==> config.mk <==
export PLATFORM = sky130hd
export DESIGN_NAME = cdb_result_arbiter
export DESIGN_NICKNAME = d
export VERILOG_FILES = /design/src/rtl/cdb_arb_pkg.sv /design/src/rtl/cdb_prio_pick.sv /design/src/rtl/cdb_bus_mux.sv /design/src/rtl/cdb_bcast_stage.sv /design/src/rtl/cdb_result_arbiter.sv
export SDC_FILE = /design/constraint.sdc
export NUM_CORES = 1
export LEC_CHECK = 0
export BUFFER_PORTS_ARGS = -buffer_cell sky130_fd_sc_hd__buf_4
export CAP_MARGIN = 10
export CORE_MARGIN = 3
export CORE_UTILIZATION = 35
export DETAILED_ROUTE_END_ITERATION = 8
export GPL_ROUTABILITY_DRIVEN = 0
export PLACE_DENSITY = 0.71
export SYNTH_ARGS = -nofsm -noshare
export SYNTH_HDL_FRONTEND = slang
export SYNTH_SLANG_ARGS = --single-unit
==> constraint.sdc <==
create_clock -name clk -period 1.3 [get_ports clk]
set_input_delay 0.13 -clock clk [delete_from_list [all_inputs] [get_ports clk]]
set_output_delay 0.13 -clock clk [all_outputs]
set_load 0.005 [all_outputs]
==> src/rtl/cdb_arb_pkg.sv <==
// Package: cdb_arb_pkg
// Shared defaults and helpers for the result-bus arbiter.
// Assumes: requester indices are ordered by priority, index 0 highest.
package cdb_arb_pkg;

    // Default number of producers sharing the bus
    localparam int ARB_NUM_REQ = 3;
    // Default result tag width (tag 0 means "no tag")
    localparam int ARB_TAG_W   = 4;
    // Default result data width
    localparam int ARB_DATA_W  = 32;

    // Producer indices in priority order
    typedef enum logic [1:0] {
        SRC_MULDIV = 2'd0,
        SRC_ADDER  = 2'd1,
        SRC_DECODE = 2'd2
    } arb_src_e;

    // Width of an index over n items, at least one bit
    function automatic int idx_width(input int n);
        return (n > 1) ? $clog2(n) : 1;
    endfunction

endpackage

==> src/rtl/cdb_prio_pick.sv <==
// Module: cdb_prio_pick
// Fixed-priority picker: grants the lowest-indexed set request bit.
// Assumes: the caller has already masked requests that may not compete.
// Outputs are purely combinational.
module cdb_prio_pick #(
    parameter int N     = 3,
    parameter int IDX_W = 2
) (
    input  logic [N-1:0]     req,
    output logic [N-1:0]     grant,
    output logic [IDX_W-1:0] idx,
    output logic             any
);

    // Prefix OR: seen[i] is set when any request at index <= i is set
    logic [N-1:0] seen;

    genvar gi;
    generate
        for (gi = 0; gi < N; gi++) begin : g_chain
            if (gi == 0) begin : g_first
                // Index 0 wins whenever it requests
                assign grant[gi] = req[gi];
                assign seen[gi]  = req[gi];
            end else begin : g_rest
                // Later index wins only if nothing ahead of it requests
                assign grant[gi] = req[gi] & ~seen[gi-1];
                assign seen[gi]  = seen[gi-1] | req[gi];
            end
        end
    endgenerate

    assign any = seen[N-1];

    // Encode the one-hot grant into an index
    always_comb begin
        idx = '0;
        for (int i = 0; i < N; i++) begin
            if (grant[i]) idx = IDX_W'(i);
        end
    end

endmodule

==> src/rtl/cdb_bus_mux.sv <==
// Module: cdb_bus_mux
// AND-OR selector that picks one producer's tag and data by a one-hot grant.
// Assumes: grant is one-hot or zero. With zero grant the outputs are zero.
module cdb_bus_mux #(
    parameter int N      = 3,
    parameter int TAG_W  = 4,
    parameter int DATA_W = 32
) (
    input  logic [N-1:0]        grant,
    input  logic [N*TAG_W-1:0]  tag_flat,
    input  logic [N*DATA_W-1:0] data_flat,
    output logic [TAG_W-1:0]    tag_sel,
    output logic [DATA_W-1:0]   data_sel
);

    // OR together each producer's fields gated by its grant bit
    always_comb begin
        tag_sel  = '0;
        data_sel = '0;
        for (int i = 0; i < N; i++) begin
            tag_sel  = tag_sel  | (tag_flat[i*TAG_W +: TAG_W]    & {TAG_W{grant[i]}});
            data_sel = data_sel | (data_flat[i*DATA_W +: DATA_W] & {DATA_W{grant[i]}});
        end
    end

endmodule

==> src/rtl/cdb_bcast_stage.sv <==
// Module: cdb_bcast_stage
// Output register stage: holds the acknowledge vector, the broadcast valid
// flag and the broadcast payload for one cycle per grant.
// Assumes: grant is one-hot or zero, and any equals the OR of grant.
// The payload registers load only on a grant, so they keep their last value
// while valid is low.
module cdb_bcast_stage #(
    parameter int N      = 3,
    parameter int TAG_W  = 4,
    parameter int DATA_W = 32,
    parameter int SRC_W  = 2
) (
    input  logic              clk,
    input  logic              rst_n,
    input  logic [N-1:0]      grant,
    input  logic              any,
    input  logic [TAG_W-1:0]  tag_in,
    input  logic [DATA_W-1:0] data_in,
    input  logic [SRC_W-1:0]  src_in,
    output logic [N-1:0]      ack_q,
    output logic              valid_q,
    output logic [TAG_W-1:0]  tag_q,
    output logic [DATA_W-1:0] data_q,
    output logic [SRC_W-1:0]  src_q
);

    // Control flops: acknowledge and valid, cleared by reset
    always_ff @(posedge clk) begin
        if (!rst_n) begin
            ack_q   <= '0;
            valid_q <= 1'b0;
        end else begin
            ack_q   <= grant;
            valid_q <= any;
        end
    end

    // Payload flops: load the winner's fields only on a grant
    always_ff @(posedge clk) begin
        if (!rst_n) begin
            tag_q  <= '0;
            data_q <= '0;
            src_q  <= '0;
        end else if (any) begin
            tag_q  <= tag_in;
            data_q <= data_in;
            src_q  <= src_in;
        end
    end

endmodule

==> src/rtl/cdb_result_arbiter.sv <==
// Module: cdb_result_arbiter
// Fixed-priority arbiter for a shared result broadcast bus.
// Each producer holds request, tag and data until acknowledged. At each edge
// the lowest-indexed eligible producer is granted. Its tag and data are
// broadcast, with its acknowledge, in the following cycle.
// A request is eligible when it has a non-zero tag and its producer is not
// being acknowledged in the current cycle. The second condition stops a
// held request from being served twice.
// Assumes: synchronous active-low reset; producers keep the
// held-until-acknowledge protocol.
module cdb_result_arbiter
    import cdb_arb_pkg::*;
#(
    parameter int NUM_REQ = ARB_NUM_REQ,
    parameter int TAG_W   = ARB_TAG_W,
    parameter int DATA_W  = ARB_DATA_W,
    parameter int SRC_W   = idx_width(NUM_REQ)
) (
    input  logic                      clk,
    input  logic                      rst_n,
    input  logic [NUM_REQ-1:0]        req_valid,
    input  logic [NUM_REQ*TAG_W-1:0]  req_tag,
    input  logic [NUM_REQ*DATA_W-1:0] req_data,
    output logic [NUM_REQ-1:0]        req_ack,
    output logic                      bus_valid,
    output logic [TAG_W-1:0]          bus_tag,
    output logic [DATA_W-1:0]         bus_data,
    output logic [SRC_W-1:0]          bus_src
);

    logic [NUM_REQ-1:0] eligible;
    logic [NUM_REQ-1:0] grant;
    logic [SRC_W-1:0]   grant_idx;
    logic               grant_any;
    logic [TAG_W-1:0]   win_tag;
    logic [DATA_W-1:0]  win_data;
    logic [NUM_REQ-1:0] ack_q;

    genvar gi;
    generate
        for (gi = 0; gi < NUM_REQ; gi++) begin : g_elig
            // A request competes if it has a real tag and is not in its ack cycle
            assign eligible[gi] = req_valid[gi]
                                & (req_tag[gi*TAG_W +: TAG_W] != '0)
                                & ~ack_q[gi];
        end
    endgenerate

    cdb_prio_pick #(
        .N     (NUM_REQ),
        .IDX_W (SRC_W)
    ) u_pick (
        .req   (eligible),
        .grant (grant),
        .idx   (grant_idx),
        .any   (grant_any)
    );

    cdb_bus_mux #(
        .N      (NUM_REQ),
        .TAG_W  (TAG_W),
        .DATA_W (DATA_W)
    ) u_mux (
        .grant     (grant),
        .tag_flat  (req_tag),
        .data_flat (req_data),
        .tag_sel   (win_tag),
        .data_sel  (win_data)
    );

    cdb_bcast_stage #(
        .N      (NUM_REQ),
        .TAG_W  (TAG_W),
        .DATA_W (DATA_W),
        .SRC_W  (SRC_W)
    ) u_stage (
        .clk     (clk),
        .rst_n   (rst_n),
        .grant   (grant),
        .any     (grant_any),
        .tag_in  (win_tag),
        .data_in (win_data),
        .src_in  (grant_idx),
        .ack_q   (ack_q),
        .valid_q (bus_valid),
        .tag_q   (bus_tag),
        .data_q  (bus_data),
        .src_q   (bus_src)
    );

    assign req_ack = ack_q;

endmodule

## Yosys cells after proc, flatten, opt, wreduce, memory -nomap -nowiden

Index checks and enable logic that the tools add are counted.

- Muxes and demuxes: 2
- Bitwise logic cells: 25
- Reductions and logical operators: 3

Operators by type and width:

| kind | count |
|---|---|
| bitwise AND 32 bit | 3 |
| bitwise OR 32 bit | 2 |
| bitwise AND 4 bit | 3 |
| nonzero test 4 bit | 3 |
| bitwise AND 1 bit | 8 |
| bitwise OR 4 bit | 2 |
| NOT 1 bit | 5 |
| two-way mux 2 bit | 1 |
| bitwise OR 1 bit | 2 |
| two-way mux 1 bit | 1 |

- Flip-flop bits (word level): 42
- Input port bits: 113
- Output and inout port bits: 42
- Logic and storage cells: 35

## Longest topological paths before layout

- Depth in word-level cells: 8
- Gate-level depth with buffers: 6
- Depth with buffers taken out: 4

## By module

A second synthesis with hierarchy kept.

- Cells, all modules: 227
- Area, all modules: 2254.7 um^2

By module, submodules not included:

| module | instances | cells each | area an instance (um^2) | seq. area each (um^2) |
|---|---|---|---|---|
| cdb_bcast_stage | 1 | 131 | 1556.5 | 840.8 |
| cdb_bus_mux | 1 | 84 | 611.8 | 0.0 |
| cdb_prio_pick | 1 | 6 | 45.0 | 0.0 |
| cdb_result_arbiter | 1 | 6 | 41.3 | 0.0 |

## Worst setup path after synthesis

Ideal clock, no wire load.

- Path kind: reg2reg
- Start: register u_stage.ack_q[2]
- End: register u_stage.data_q[13]
- Setup time: 0.132 ns
- Arrival: 1.361 ns
- Slack: -0.192 ns
- Stages on the path, launching flop included: 6
- Buffers on the path: 2
- Clock period less this slack: 1.492 ns
- Cells stage by stage: dfxtp_1 or3b_1 buf_6 clkbuf_1 o311ai_0 a21oi_1

- Longest elaborated chain between the ends: 5

RTL lines:

| what | line | text |
|---|---|---|
| start, declared | cdb_bcast_stage.sv:20 | `output logic [N-1:0] ack_q,` |
| start signal, assigned | cdb_bcast_stage.sv:33 | `ack_q <= grant;` |
| NOT 1 bit * | cdb_result_arbiter.sv:45 | `& ~ack_q[gi];` |
| bitwise AND 1 bit * | cdb_result_arbiter.sv:45 |  |
| bitwise AND 1 bit | cdb_prio_pick.sv:27 | `assign grant[gi] = req[gi] & ~seen[gi-1];` |
| bitwise AND 32 bit | cdb_bus_mux.sv:22 | `data_sel = data_sel \| (data_flat[i*DATA_W +: DATA_W] & {DATA_W{grant[i]}});` |
| bitwise OR 32 bit | cdb_bus_mux.sv:22 |  |
| end signal, assigned | cdb_bcast_stage.sv:46 | `data_q <= data_in;` |
| end, declared | cdb_bcast_stage.sv:23 | `output logic [DATA_W-1:0] data_q,` |

Mark *: on every way between the ends. The rest lies on a longest branch, timed or not.
A chain may end at the register's enable or synchronous reset.

## Final worst setup path

- Start: register u_stage.ack_q[1]
- End: register u_stage.data_q[7]

- Longest elaborated chain between the ends: 7

RTL lines:

| what | line | text |
|---|---|---|
| NOT 1 bit * | cdb_result_arbiter.sv:45 |  |
| bitwise AND 1 bit * | cdb_result_arbiter.sv:45 |  |
| bitwise OR 1 bit | cdb_prio_pick.sv:28 | `assign seen[gi] = seen[gi-1] \| req[gi];` |
| NOT 1 bit | cdb_prio_pick.sv:27 |  |
| bitwise AND 1 bit | cdb_prio_pick.sv:27 |  |
| bitwise AND 32 bit | cdb_bus_mux.sv:22 |  |
| bitwise OR 32 bit | cdb_bus_mux.sv:22 |  |

Marks and branches as above.

==> impl_metrics.py <==
metrics = {
    "synthesis": {
        "netlist_area_um2": 2342,
        "ys_seq_area_share_pct": 35.90,
        "postSynthAreaPerCell_um2": 8.548,
        "ys_ff_latch": 42,
        "syn_inst": 274,
        "yosys_warnings": 0,
        "synth_cell_type_count": 33,
        "syn-num-nets": 387,
    },
    "setup_path": {
        "worstPathRequired_ns": 1.47,
        "start_kind": "flip-flop",
        "cp-end-kind": "flip-flop",
        "cp.arrival_ns": 1.58,
        "cpPeakStageDelay_ns": 0.47,
        "crit_chain": "buf_4 -> nand2b_4 -> or3_2 -> o311ai_2 -> a21oi_1",
        "cp_max_fo": 5,
        "criticalPathCategory": "reg -> reg",
        "crit_slowest_cell": "or3_2",
    },
    "sta": {
        "hold_violations": 0,
        "fin_crit_ns": 1.409,
        "final_max_slew_viol_count": 0,
        "tns_ns": -2.359,
        "rsz0062_at_grt": "yes",
        "skew_ns": 0.007180,
        "slew_headroom_pct": 56.13,
        "max_freq_ghz": 0.7095,
        "finalSetupViolCount": 36,
        "tightest_slew_ns": 0.6581,
        "timing.final.crit_share_pct": 108.4,
        "worst_slack_ns": -0.1094,
    },
    "finish": {
        "fin_cells": 522,
        "drive_gt1_share_pct": 62.47,
        "area_growth_pct": 95.30,
        "final_common_cell": "buf_4",
        "nets": 557,
        "mostFrequentLayoutCells": "172 x buf_4, 39 x dfxtp_1, 33 x nand2_1",
        "fin_area_um2": 4574,
        "diodes": 0,
        "fillCellCount": 484,
    },
    "place": {
        "post-place-ws_ns": -0.3234,
        "hpwl_um": 6445,
        "postPlaceCellArea_um2": 3751,
        "dp_cells": 500,
        "io_buffers": 154,
    },
    "global_route": {
        "antenna_found_initial": 0,
        "grt_pass1_wl_um": 14080,
        "grt_pass1_vias": 2874,
        "grt_max_degree": 42,
        "grt_use_total_pct": 23.11,
        "overflow": 0,
    },
    "status": {
        "status": "complete, but fails checks",
        "violations": "negative setup slack",
    },
    "routing": {
        "drtAntennaViolNets": 0,
        "routed_wl_um": 10020,
        "num_vias": 2952,
        "drc": 0,
        "wl_per_cell_um": 19.19,
        "dr.pass1.iters": 4,
        "drt_iter0_drc": 135,
        "via_per_inst": 5.655,
    },
    "floorplan": {
        "die_w_um": 87.81,
        "pin_count": 155,
        "core_um2": 6422,
        "initial_core_util_pct": 36.47,
        "die_area_um2": 7710,
        "rows": 29,
        "die_h_um": 87.81,
    },
    "power": {
        "netSwitchingFraction_pct": 31.33,
        "p_int_uw": 2722,
        "power.density_nw_per_um2": 866.7,
        "power.switching_uw": 1242,
        "power_frac_clock_pct": 22.4,
        "pwr-share-comb_pct": 39.7,
        "p_seq_share_pct": 38.0,
        "power.leakage_uw": 0.001922,
        "peakVddDrop_mv": 0.6731,
    },
    "clock_network": {
        "cts.htree.levels": 2,
        "worstSkewPairLatency_ns": 0.29,
        "ctsLongestPathBuffers": 2,
        "cts_tree": "built",
        "clock_sinks": 42,
        "clk_pin_slew_ns": 0.08,
        "holdBufCountCts": 0,
        "numCtsBuffers": 5,
        "clock-root-buffer": "clkbuf_8",
    },
    "run": {
        "drv_cap": 0,
    },
    "hold_path": {
        "hp-class": "in -> reg",
    },
}
[power groups by stage]
stage          clock, µW  sequential (µW)  combinational (µW)
2_1_floorplan          0             1510                 513
4_1_cts              895             1490                1370
3_5_place_dp           0             1510                1180
3_3_place_gp           0             1510                1160
6_report             887             1510                1570
5_1_grt              947             1520                1670
[registers in the layout, summed over array words and instances, names as in the netlist]
signal / count
u_stage.data_q: 32
u_stage.tag_q: 4
u_stage.ack_q: 3
u_stage.src_q: 2
u_stage.valid_q: 1
[kinds of logic after synthesis]
kind of cell | after synthesis | synth area share, %
AOI/OAI and AO/OA | 118 | 36.16
and+or+nand+nor | 81 | 19.71
DFF | 42 | 35.90
buffers and inverters | 33 | 8.227
[cells in the mapped netlist]
library cell	number	share of area [%]
buf_2	12	2.6
o311ai_1	11	4.1
and3_1	2	0.53
clkbuf_8	4	2.4
o311ai_0	21	7.9
o21ai_0	4	0.85
a21oi_1	38	8.1
or3_1	28	7.5
nor3_1	1	0.21
nor2b_1	1	0.27
nand2b_4	1	0.59
o22ai_2	1	0.53
nor3b_1	1	0.32
clkbuf_1	13	2.1
clkbuf_2	2	0.43
o31ai_1	36	12
or3_2	4	1.3
a22oi_1	4	1.3
a2bb2oi_4	1	1.1
a21boi_0	1	0.32
dfxtp_1	42	36
or2b_2	1	0.37
nor4_4	1	0.91
o211a_1	1	0.43
nand2_1	33	5.3
nor4_1	2	0.53
nor2_2	1	0.27
or3b_1	1	0.37
or4_4	1	0.48
buf_6	1	0.48
nand2_4	1	0.48
nor2_1	2	0.32
buf_4	1	0.32
[final timing paths]
kind                                       start                 to  slack, ns  depth (start not counted)
worst max-delay path            u_stage.ack_q[1]  u_stage.data_q[7]      -0.11                          5
worst min-delay path                 req_data[0]  u_stage.data_q[0]       0.09                          3
worst max register to register  u_stage.ack_q[1]  u_stage.data_q[7]      -0.11                          5
worst min register to register  u_stage.src_q[0]   u_stage.src_q[0]       0.52                          2
[cell type report]
cell class | instances | area, µm² | area share [%]
Sequential cell | 42 | 844.6 | 18.46
Clock buffer | 7 | 86.33 | 1.887
Tap cell | 77 | 96.34 | 2.106
Multi-Input combinational cell | 200 | 1848 | 40.40
Timing Repair Buffer | 195 | 1694 | 37.03
Clock inverter | 1 | 5.005 | 0.1094
[repair_timing]
action                     CTS  global route
resized for setup           51            48
hold endpoints to repair     0             0
setup endpoints to repair   36            38
buffers inserted             4             3
cloned                       4             3
pin swaps                    5            11
[per-stage QoR]
step | total power, µW | util [%] | hold slack [ns]
4_1_cts | 3759 | 65.52 | 0.08048
5_1_grt | 4137 | 71.23 | 0.08589
6_report | 3964 | 71.23 | 0.08516
3_5_place_dp | 2684 | 58.41 | 0.3888
3_3_place_gp | 2668 | 58.41 | 0.3799
2_1_floorplan | 2023 | - | 0.2636
[worst max-delay path: cells and delay by family (launching register included)]
family | cells | cell delay (ns)
AND/OR/NAND/NOR | 2 | 0.64
flip-flops | 1 | 0.33
buffers and inverters | 1 | 0.14
AO/OA/AOI/OAI | 2 | 0.19
[per-layer routing]
metal	routed length (µm)	vias up	GRT usage, %
li1	-	1414	-
met1	3869	1409	28.49
met2	5432	123	41.51
met3	626	6	4.516
met4	86	0	5.021
met5	0	-	0
(Power assumes the default switching activity.)
